## config.mk

```make
export PLATFORM = sky130hd
export DESIGN_NAME = holdover_dac_ctrl
export DESIGN_NICKNAME = d
export VERILOG_FILES = /design/src/rtl/holdover_dac_ctrl.sv
export SDC_FILE = /design/constraint.sdc
export NUM_CORES = 1
export LEC_CHECK = 0
export ABC_CLOCK_PERIOD_IN_PS = 2950
export BUFFER_PORTS_ARGS = -buffer_cell sky130_fd_sc_hd__buf_2
export CAP_MARGIN = 20
export CORE_AREA = 2 2 96 98
export CTS_CLUSTER_DIAMETER = 100
export DETAILED_ROUTE_END_ITERATION = 8
export DIE_AREA = 0 0 98 100
export GPL_ROUTABILITY_DRIVEN = 0
export PLACE_DENSITY = 0.53
export SLEW_MARGIN = 40
export SYNTH_ARGS = -nofsm -noshare
export SYNTH_HDL_FRONTEND = slang
export SYNTH_SLANG_ARGS = --single-unit
```

## constraint.sdc

```tcl
create_clock -name clk -period 2.95 [get_ports clk]
set_input_delay 0.59 -clock clk [delete_from_list [all_inputs] [get_ports clk]]
set_output_delay 0.59 -clock clk [all_outputs]
set_load 0.02 [all_outputs]
```

## src/rtl/holdover_dac_ctrl.sv

```systemverilog
module holdover_dac_ctrl #(
  parameter int SYS_CLK_HZ = 500_000_000,
  parameter int TRACK_DIV  = 64
) (
  input  logic       clk,
  input  logic       rst_n,
  input  logic       cfg_load,
  input  logic [1:0] cfg_los_window,
  input  logic       cfg_los_en,
  input  logic       cfg_track_en,
  input  logic       cfg_force,
  input  logic       cfg_man_en,
  input  logic [9:0] cfg_man_code,
  input  logic       pll_locked,
  input  logic       tune_above,
  input  logic       ref_clk,
  output logic [9:0] dac_code,
  output logic       los_flag,
  output logic       switch_req,
  output logic       holdover_active
);
  localparam logic [63:0] RL0 = (64'(SYS_CLK_HZ) * 64'd2700) / 64'd1000000000;
  localparam logic [63:0] RL1 = (64'(SYS_CLK_HZ) * 64'd480)  / 64'd1000000000;
  localparam logic [63:0] RL2 = (64'(SYS_CLK_HZ) * 64'd115)  / 64'd1000000000;
  localparam logic [63:0] RL3 = (64'(SYS_CLK_HZ) * 64'd45)   / 64'd1000000000;
  localparam int CW = $clog2(RL0 + 64'd2);
  localparam int DW = (TRACK_DIV > 1) ? $clog2(TRACK_DIV) : 1;
  localparam logic [DW-1:0] DIV_LAST = DW'(TRACK_DIV - 1);

  logic [1:0] win_q;
  logic       los_en_q, track_en_q, force_q, man_en_q;
  logic [9:0] man_code_q;

  always_ff @(posedge clk or negedge rst_n) begin
    if (!rst_n) begin
      win_q      <= 2'd0;
      los_en_q   <= 1'b0;
      track_en_q <= 1'b1;
      force_q    <= 1'b0;
      man_en_q   <= 1'b1;
      man_code_q <= 10'h200;
    end else if (cfg_load) begin
      win_q      <= cfg_los_window;
      los_en_q   <= cfg_los_en;
      track_en_q <= cfg_track_en;
      force_q    <= cfg_force;
      man_en_q   <= cfg_man_en;
      man_code_q <= cfg_man_code;
    end
  end

  logic [2:0] ref_sync;
  wire ref_edge = ref_sync[1] & ~ref_sync[2];

  always_ff @(posedge clk or negedge rst_n) begin
    if (!rst_n) ref_sync <= '0;
    else        ref_sync <= {ref_sync[1:0], ref_clk};
  end

  logic [CW-1:0] reload, cnt;
  always_comb begin
    case (win_q)
      2'd0:    reload = CW'(RL0);
      2'd1:    reload = CW'(RL1);
      2'd2:    reload = CW'(RL2);
      default: reload = CW'(RL3);
    endcase
  end

  always_ff @(posedge clk or negedge rst_n) begin
    if (!rst_n)                    cnt <= CW'(RL0);
    else if (!los_en_q || ref_edge) cnt <= reload;
    else if (cnt != '0)            cnt <= cnt - 1'b1;
  end

  logic los_q;
  assign los_flag = los_en_q && (cnt == '0);
  always_ff @(posedge clk or negedge rst_n) begin
    if (!rst_n) los_q <= 1'b0;
    else        los_q <= los_flag;
  end
  assign switch_req      = los_flag & ~los_q;
  assign holdover_active = force_q | los_flag;

  logic [DW-1:0] div;
  wire tick = (div == DIV_LAST);
  always_ff @(posedge clk or negedge rst_n) begin
    if (!rst_n)    div <= '0;
    else if (tick) div <= '0;
    else           div <= div + 1'b1;
  end

  logic [9:0] tracked;
  wire step_ok = tick & track_en_q & pll_locked & ~holdover_active;
  always_ff @(posedge clk or negedge rst_n) begin
    if (!rst_n) tracked <= 10'd512;
    else if (step_ok) begin
      if (tune_above && tracked != 10'd1023) tracked <= tracked + 10'd1;
      else if (!tune_above && tracked != 10'd0) tracked <= tracked - 10'd1;
    end
  end

  assign dac_code = (holdover_active && man_en_q) ? man_code_q : tracked;
endmodule


```

==> run metrics, run 1 <==
status=finished, violations left; violated checks=negative setup slack; max incr delay on CP=0.60 ns; slowest CP cell=or4_4; Setup crit end kind=output port; later-pin clock latency in the skew report=0.30 ns; core area=between 8000 and 9000 sq um; Fin Clk Skew=0.005863 ns; Rows=35; synth unique cells=47; sequential-to-total area share from yosys stat=0.4598; Crit Path Max Fanout=5; syn_area_per_cell=~11 sq um; Via-to-Cell Ratio=roughly 4.8; Setup-failing EPs final=6; grt peak-use layer=met2; vias in the first global route=around 2,000; fin. max-slew vios=0; initial cell density of the core=0.2905; hpwl dp=between 4000 and 5000 microns; IO Port Bufs=34; CP bufs+invs=2; # diodes=0; synthesized area=between 2000 and 3000 sq um; total grt overflow=0; Cells after Synth=~240; Hold Fails Final Rpt=0; max-cap viol count=0; initial drt markers=46; RSZ-0062 raised after global routing=yes; Pre-antenna DRT Iters=4; Worst-Margin Slew=0.6561 ns; CTS clk-pin slew, worst paths=approximately 0.080 ns; Post-route DRC=0; CP arrival=roughly 2.4 ns; met3 Usage GRT=0.02437; CTS tree=yes; EDFF count, synth=0; routed len/inst=14.43 microns; Worst Path Required=approximately 2.4 ns; Die Y=around 100 microns; Die W=between 90 and 100 microns; Min Hold Slack=0.2516 ns; Post-CTS Hold Fix Bufs=0; final worst slack=-0.03726 ns; fin nets=between 300 and 400; Synth Register Bits=47; Boundary Pins=35; Synth async-reset ratio=1.000; PwrDens=471.0 nW/um^2; Max Root-Sink Buffers=2; GRT Overall Usage=0.1221; largest net degree at the start of global routing=28; area delta synth->final=22.77%; syn nets=~280; Filler Cell Count=~930; clock sink count=47; GRT met1 Usage=0.1569; Final Cycle Share=1.013; clk root buf=clkbuf_8; CP Class=register to output port; CP Launch Type=register; via count=roughly 1,900; share of layout cells above drive strength 1=0.3599; first-pass GRT wire length=approximately 9600 microns; post-route ant nets=0; H-tree depth=2; ys flop type=dfrtp_1; initial antenna violation count=0; worst path cell trace=or4_4 -> o41ai_4 -> buf_6 -> nand2_8 -> mux2_2 -> buf_4; fin crit period=2.987 ns; Place WS=about 0.14 ns; Fmax=roughly 0.33 GHz; Hold Path Class=input port to async pin; Die ar.=between 9000 and 10,000 sq um; VDD IR max=between 150 and 200 uV; met2 Usage GRT=0.2113; crit-path leading delay family=simple AND/OR/NAND/NOR gates; synth warn=0; total CTS buffers=5; WL final=between 5000 and 6000 microns; setup TNS=-0.09603 ns; Max transition margin=0.5597; leak pwr=approximately 1.4 nW
==> metal layers <==
layer,wire (microns),vias to the layer above,part of all wire
li1,-,945,-
met1,2691,927,0.47
met2,2838,28,0.49
met3,180,8,0.031
met4,59,0,0.010
met5,0,-,0
==> repair_timing <==
action                                  in CTS  in global routing
endpoints found under the setup margin      10                 11
setup buffers                                2                  1
gates cloned                                 1                  0
gates resized for setup                     17                 13
pin swaps                                    3                  1
==> path summary, 6_finish.rpt <==
| kind | startpoint | end | slack [ns] | cells after the start |
|---|---|---|---|---|
| max | cnt[4] | dac_code[8] | -0.04 | 6 |
| min | rst_n | win_q[1] | 0.25 | 1 |
| max reg2reg | tracked[9] | tracked[9] | 0.28 | 10 |
| min reg2reg | ref_sync[0] | ref_sync[1] | 0.37 | 0 |
| max in group asynchronous | rst_n | man_en_q | 1.91 | 2 |
| min in group clk | ref_sync[0] | ref_sync[1] | 0.37 | 0 |
==> cells in the final DEF (no fill, tap or decap), types with 3 or more instances in the layout <==
master,n
clkbuf_8,6
ha_1,14
or3_1,3
buf_4,14
o21ai_0,23
a21o_1,3
nand3_1,5
inv_1,7
nor3_1,5
xor2_1,9
nor2_1,12
buf_6,10
nand2_1,22
xnor2_1,9
dfrtp_1,38
a21oi_1,8
mux2_2,24
dfstp_2,9
buf_2,24
==> Yosys cell counts (2+ instances only) <==
master	n	share of area
nand3_1	5	0.0097
o21a_1	2	0.0058
nand2_1	22	0.032
nand2b_1	3	0.0073
o21ai_0	23	0.045
nand4_1	2	0.0048
a31oi_1	2	0.0048
or2_2	2	0.0048
dfrtp_1	38	0.37
dfstp_2	9	0.092
mux2_2	24	0.10
nor3_1	5	0.0097
xnor2_1	9	0.031
a21o_1	3	0.0087
nor2_1	12	0.017
clkbuf_1	3	0.0044
a21oi_1	8	0.016
o31ai_1	2	0.0058
mux2i_1	2	0.0078
or3_1	3	0.0073
xor2_1	9	0.031
nor4_1	2	0.0048
ha_1	15	0.073
inv_1	9	0.013
==> worst register-to-register path: stages (launching register included) <==
cell and delay [ns]:
dfstp_2 0.57, nand2_1 0.06, nor3_1 0.23, nand2b_2 0.22, ha_1 0.29, a21o_1 0.20, or2_2 0.31, o2111ai_2 0.27
a21oi_1 0.12, o21ba_2 0.20, mux2i_1 0.13
==> power breakdown <==
part           internal, mW  total, mW  leakage, nW  switching, mW
registers             0.718      0.772        0.567         0.0542
clock network         0.184      0.396       0.0470          0.211
logic                 0.161      0.326        0.796          0.164
==> registers in the layout, summed over array words and instances, names as in the netlist <==
| signal | cells |
|---|---|
| man_en_q | 1 |
| los_en_q | 1 |
| cnt | 11 |
| ref_sync | 3 |
| los_q | 1 |
| win_q | 2 |
| force_q | 1 |
| tracked | 10 |
| div | 6 |
| track_en_q | 1 |
| man_code_q | 10 |
==> final cells by class <==
type	instances	area, sq um	area share
tap	111	138.9	0.04380
multi-input combinational	178	1385	0.4369
inverter	9	33.78	0.01066
timing repair buffer	48	337.8	0.1066
clock buffer	6	82.58	0.02605
clock inverter	1	5.005	0.001579
sequential	47	1187	0.3745
==> cells by family after synthesis <==
family / after synthesis / synth area share
compound gates: 50 / 0.1255
xor+xnor: 18 / 0.06105
fa+ha+maj: 16 / 0.08043
buf+inv: 13 / 0.02519
flops: 47 / 0.4598
mux: 26 / 0.1124
simple gates: 67 / 0.1357
==> stage by stage <==
step	cell area (sq um)	total power [mW]	utilization	instances
after floorplan	2582	0.9706	-	237
after global placement	2943	1.059	0.3310	389
after detailed placement	2943	1.064	0.3310	389
after CTS	3114	1.504	0.3503	399
after global routing	3171	1.591	0.3567	400
final	3171	1.493	0.3567	400
Note: power is estimated with default switching activity, not from simulation.
==> inputs of run 2 (changes only) <==
Settings changed: CELL_PAD_IN_SITES_DETAIL_PLACEMENT set to 0, CELL_PAD_IN_SITES_GLOBAL_PLACEMENT set to 1, PLACE_DENSITY 0.53 to 0.62.
==> run metrics, run 2 (synthesis results as in run 1) <==
Worst-Margin Slew=0.6736 ns (+0.01748 ns); VDD IR max=164.9 uV (-14%); max-cap viol count=0 (unchanged); Post-route DRC=0 (unchanged); initial cell density of the core=0.2905 (unchanged); leak pwr=1.450 nW (+2.7%); Final Cycle Share=1.015 (+0.001936); GRT Overall Usage=0.1260 (+0.003818); Finished Core Util=0.3597 (+0.003097); CP Launch Type=register; RSZ-0062 raised after global routing=yes; total CTS buffers=5 (unchanged); CP Class=register to output port; Max transition margin=0.5479 (-0.01173); WL final=5801 microns (+0.54%); Setup crit end kind=output port; share of layout cells above drive strength 1=0.3673 (+0.007485); core area=8890 sq um (unchanged); R2R Setup Slk=0.29 ns (about the same); placed cells=391 (+0.51%); later-pin clock latency in the skew report=0.30 ns (about the same); Die W=98 microns (unchanged); worst path cell trace=or4_4 -> o41ai_4 -> buf_4 -> nand2_4 -> mux2_2 -> buf_2; commonest cells after routing, fill and taps aside=dfrtp_1 (38), buf_2 (28), mux2_2 (23), o21ai_0 (23), nand2_1 (22); Via-to-Cell Ratio=4.716 (-1.1%); Place WS=0.1297 ns (-0.009143 ns); Boundary Pins=35 (unchanged); fin nets=331 (+1.2%); Min Hold Slack=0.3585 ns (+0.1070 ns); status=finished, violations left; final worst slack=-0.04297 ns (-0.005710 ns); initial antenna violation count=0 (unchanged); violated checks=negative setup slack; Setup-failing EPs final=10 (+4); Tot Pwr=1.590 mW (+6.5%); area delta synth->final=23.84%; clock share of power=0.315 (+0.050); total grt overflow=0 (unchanged); largest net degree at the start of global routing=48 (+71%); Worst Path Required=2.36 ns (about the same); Sequential Power Share=0.485 (-0.032); Rows=35 (unchanged); Pre-antenna DRT Iters=4 (unchanged); clk root buf=clkbuf_8; Crit Path Max Fanout=5 (unchanged); Die ar.=9800 sq um (unchanged); Hold Path Class=register to register; # diodes=0 (unchanged); Gate power share=0.201 (-0.017); CTS tree=yes; vias in the first global route=1,942 (-1.5%); routed len/inst=14.32 microns (-0.70%); PwrDens=497.3 nW/um^2 (+5.6%); fin cells=405 (+1.3%); Fin Clk Skew=0.008828 ns (+0.002965 ns); crit-path leading delay family=simple AND/OR/NAND/NOR gates; Biggest register=cnt; commonest non-fill, non-tap cell in the layout=dfrtp_1; Fmax=0.3341 GHz (-0.19%); fin. max-slew vios=0 (unchanged); initial drt markers=58 (+26%); register area=1187 sq um (unchanged); Hold Fails Final Rpt=0 (unchanged); top flop regs=cnt: 11 flops, man_code_q: 10 flops, tracked: 10 flops; switching share of power=0.2760 (-0.01189); P_sw=0.4390 mW (+2.1%); Max Root-Sink Buffers=2 (unchanged); CP arrival=2.40 ns (about the same); Die Y=100 microns (unchanged); max incr delay on CP=0.59 ns (about the same); H-tree depth=2 (unchanged); CTS clk-pin slew, worst paths=0.09 ns (about the same); post-route ant nets=0 (unchanged); Filler Cell Count=923 (-0.22%); via count=1,910 (+0.10%); clock sink count=47 (unchanged); hpwl dp=4115 microns (-0.84%); Internal=1.151 mW (+8.3%); first-pass GRT wire length=9680 microns (+0.79%); fin crit period=2.993 ns (+0.005710 ns); Largest register FFs=11 (unchanged); IO Port Bufs=34 (unchanged); multi-input gate area in the final layout=1378 sq um (-0.54%); Post-CTS Hold Fix Bufs=0 (unchanged); CP bufs+invs=2 (unchanged); slowest CP cell=or4_4
-- run 2: changes by cell type in the layout (fill, tap and decap cells not counted) --
| cell | previous run | this run |
|---|---|---|
| buf_2 | 24 | 28 |
| buf_4 | 14 | 18 |
| buf_6 | 10 | 6 |
| bufinv_16 | 0 | 1 |
| mux2_2 | 24 | 23 |
| mux2_4 | 0 | 1 |
| nand2_4 | 0 | 1 |
| nand2_8 | 2 | 1 |
| nand2b_1 | 2 | 3 |
| nand2b_2 | 1 | 0 |
-- run 2: worst reg2reg max path, cell delays in order (launching register included) --
cell and delay, ns:
dfstp_2 0.54, nand2_1 0.05, nor3_1 0.27, nand2b_1 0.22
ha_1 0.31, a21o_1 0.21, or2_2 0.30, o2111ai_2 0.27
a21oi_1 0.11, o21ba_2 0.20, mux2i_1 0.12
-- run 2: power by group through the flow --
stage          Clock (mW)  Sequential, mW  Combinational (mW)
4_1_cts             0.521           0.772               0.321
3_5_place_dp            0           0.779               0.284
5_1_grt             0.548           0.782               0.357
3_3_place_gp            0           0.780               0.283
6_report            0.500           0.771               0.319
2_1_floorplan           0           0.766               0.204
-- run 2: final timing paths --
kind | startpoint | end | cells past startpoint
hold / removal | ref_sync[0] | ref_sync[1] | 0
setup / recovery | cnt[4] | dac_code[0] | 6
min in group asynchronous | rst_n | ref_sync[0] | 2
max in group asynchronous | rst_n | div[5] | 2
hold reg to reg | ref_sync[0] | ref_sync[1] | 0
setup reg to reg | tracked[9] | tracked[9] | 10
-- run 2: area by class of cell --
class                      instances  share of cell area
tap                              111             0.04343
inverter                           9             0.01056
clock inverter                     2             0.01095
timing repair buffer              52              0.1072
clock buffer                       6             0.02582
sequential                        47              0.3713
multi-input combinational        178              0.4308
-- run 2: per-layer routing --
metal | vias up | routed length [microns] | track usage
li1 | 960 | - | -
met1 | 912 | 2941 | 0.1745
met2 | 33 | 2610 | 0.1997
met3 | 5 | 175 | 0.02577
met4 | 0 | 73 | 0.03846
met5 | - | 0 | 0
-- run 2: repair_timing --
action                     CTS  global route
gates resized for setup     20             1
setup endpoints to repair   10            11
gates cloned                 1             0
pin swaps                    3             1
setup buffers                4             1
-- run 2: metrics by stage --
| stage | area (sq um) | setup TNS (ns) |
|---|---|---|
| 2_1_floorplan | 2582 | 0 |
| 3_3_place_gp | 2958 | 0 |
| 3_5_place_dp | 2958 | 0 |
| 4_1_cts | 3184 | -0.5151 |
| 5_1_grt | 3198 | -1.146 |
| 6_report | 3198 | -0.2856 |
==> inputs of run 3 (changes only) <==
Settings changed: ABC_AREA set to 1, CORE_AREA 2 2 96 98 to 2 2 102 104, DIE_AREA 0 0 98 100 to 0 0 104 106, PLACE_DENSITY 0.62 to 0.63.
==> run metrics, run 3 <==
Post-synth top cells=nand2_1 (86), inv_1 (57), dfrtp_1 (38), o21ai_0 (30), nor2_1 (18); synth warn=0 (unchanged); syn nets=392 (+43%); Boundary Pins=35 (unchanged); setup TNS=0 ns (+0.2856 ns); sequential-to-total area share from yosys stat=0.4094 (-0.05038); IO Port Bufs=34 (unchanged); max-cap viol count=0 (unchanged); Post-CTS Resized=0 (-100%); r2r startpoint=tracked[9]; CP Launch Type=register; Internal=1.085 mW (-5.8%); ys flop type=dfrtp_1; Min Hold Slack=0.1671 ns (-0.1914 ns); switching share of power=0.3102 (+0.03417); Tot Pwr=1.573 mW (-1.1%); final worst slack=0.2220 ns (+0.2650 ns); clk root buf=clkbuf_8; R2R Setup Slk=0.41 ns (+0.12 ns); via count=2,327 (+22%); Worst-Margin Slew=0.4953 ns (-0.1782 ns); fin crit period=2.728 ns (-0.2650 ns); Post-route DRC=0 (unchanged); Via-to-Cell Ratio=4.407 (-6.5%); Synth async-reset ratio=1.000 (unchanged); # diodes=0 (unchanged); commonest non-fill, non-tap cell in the layout=nand2_1; GRT met1 Usage=0.1732 (-0.001325); Synth area leaders=dfrtp_1 (33%), nand2_1 (11%), dfstp_2 (8.2%), inv_1 (7.4%), ha_1 (6.5%); post-route ant nets=0 (unchanged); most frequent cell after synthesis=nand2_1; Setup crit end kind=output port; RR Endpoint=tracked[6]; share of layout cells above drive strength 1=0.2219 (-0.1454); first-pass GRT wire length=11,300 microns (+17%); RSZ-0062 raised after global routing=no; Synth Register Bits=47 (unchanged); postcts setup bufs=0 (-4); Post-CTS Hold Fix Bufs=0 (unchanged); synthesized area=2900 sq um (+12%); CTS clk-pin slew, worst paths=0.10 ns (about the same); initial antenna violation count=0 (unchanged); grt peak-use layer=met2; synth unique cells=38 (-19%); CP Class=register to output port; Place WS=0.4249 ns (+0.2952 ns); clock sink count=47 (unchanged); core area=10000 sq um (+12%); Largest register FFs=11 (unchanged); Final Instance Area=3326 sq um (+4.0%); hpwl dp=4933 microns (+20%); later-pin clock latency in the skew report=0.31 ns (about the same); total CTS buffers=5 (unchanged); fin. max-slew vios=0 (unchanged); fin nets=429 (+30%); H-tree depth=2 (unchanged); initial cell density of the core=0.2900 (-0.0004596); Die Y=106 microns (+6.0%); Die ar.=11,020 sq um (+12%); Yosys top cell by area=dfrtp_1; CTS tree=yes; Rows=37 (+5.7%); Yosys top cell area share=0.3279 (-0.04035); syn_area_per_cell=8.193 sq um (-25%); top flop regs=cnt: 11 flops, man_code_q: 10 flops, tracked: 10 flops; Crit Path Max Fanout=20 (+15); vias in the first global route=2,366 (+22%); EDFF count, synth=0 (unchanged); Die W=104 microns (+6.1%); Final Cycle Share=0.9247 (-0.08982); met2 Usage GRT=0.2016 (+0.001914); met3 Usage GRT=0.02820 (+0.002438); commonest cells after routing, fill and taps aside=nand2_1 (86), inv_1 (57), dfrtp_1 (38); Pre-antenna DRT Iters=4 (unchanged); Max Root-Sink Buffers=2 (unchanged); VDD IR max=196.8 uV (+19%); Hold Path Class=input port to async pin; CP arrival=2.14 ns (-0.26 ns); initial drt markers=110 (+90%); Worst Path Required=2.36 ns (about the same); Biggest register=cnt; Fmax=0.3666 GHz (+9.7%); area delta synth->final=14.67%; total grt overflow=0 (unchanged); clock share of power=0.320 (+0.005); PwrDens=472.9 nW/um^2 (-4.9%); Setup-failing EPs final=0 (-10); Fin Clk Skew=0.007936 ns (-0.0008922 ns); R2R cell count=11 (+1); Filler Cell Count=1,124 (+22%); Sequential Power Share=0.473 (-0.012); Hold Fails Final Rpt=0 (unchanged); Cells after Synth=354 (+49%); dpl cell area=3209 sq um (+8.5%); largest net degree at the start of global routing=31 (-35%); GRT Overall Usage=0.1257 (-0.0002914); Gate power share=0.206 (+0.005); WL final=6489 microns (+12%); P_sw=0.4879 mW (+11%); routed len/inst=12.29 microns (-14%); leak pwr=1.699 nW (+17%); Max transition margin=0.6690 (+0.1211); status=completed
==> run 3: how the worst max path moves through the flow <==
stage,start,to,slack [ns],cells after the start
after floorplan,cnt[0],dac_code[1],0.63,9
after global placement,tracked[9],tracked[6],0.49,11
after detailed placement,tracked[9],tracked[6],0.42,11
after CTS,cnt[0],dac_code[1],0.22,9
after global routing,cnt[0],dac_code[3],0.04,9
final,cnt[0],dac_code[1],0.22,9
==> run 3: logic make-up (layout without fill, tap and decap cells) <==
| group | Yosys count | in the layout | synth area share |
|---|---|---|---|
| flops | 47 | 47 | 0.4094 |
| simple gates | 147 | 147 | 0.2485 |
| buf+inv | 64 | 102 | 0.09232 |
| mux | 3 | 3 | 0.01165 |
| xor+xnor | 10 | 10 | 0.03020 |
| compound gates | 67 | 67 | 0.1363 |
| fa+ha+maj | 16 | 16 | 0.07161 |
==> run 3: area by class of cell <==
cell class / count / area [sq um] / area share
clock buffers: 5 / 68.82 / 0.02069
clock inverters: 3 / 47.55 / 0.01430
inverters: 57 / 214.0 / 0.06433
multi-input cells: 243 / 1445 / 0.4345
flip-flops and latches: 47 / 1187 / 0.3570
well taps: 136 / 170.2 / 0.05117
repair buffers: 37 / 192.7 / 0.05794
==> run 3: metrics by stage <==
stage / std cells / util
finish: 528 / 0.3326
global route: 528 / 0.3326
CTS: 528 / 0.3326
detailed placement: 520 / 0.3209
global placement: 520 / 0.3209
floorplan: 354 / -
==> run 3: layer usage <==
metal | vias to the layer above | share of wire
li1 | 1208 | -
met4 | 0 | 0.010
met2 | 45 | 0.44
met1 | 1067 | 0.51
met5 | - | 0
met3 | 7 | 0.041
==> run 3: worst max-delay path, stage by stage (launching register included) <==
cell and delay [ns]:
dfrtp_1 0.39, inv_1 0.11, ha_1 0.23, nand3_2 0.17, nor2_8 0.19, nand3_4 0.12, nand2_4 0.12, nand2_4 0.15
o21ai_1 0.17, buf_2 0.18
==> run 3: power by group through the flow <==
stage	logic [mW]	clock network [mW]	registers, mW
after global placement	0.329	0	0.757
after floorplan	0.246	0	0.750
after detailed placement	0.328	0	0.757
final	0.325	0.504	0.744
after global routing	0.375	0.543	0.752
after CTS	0.330	0.523	0.745
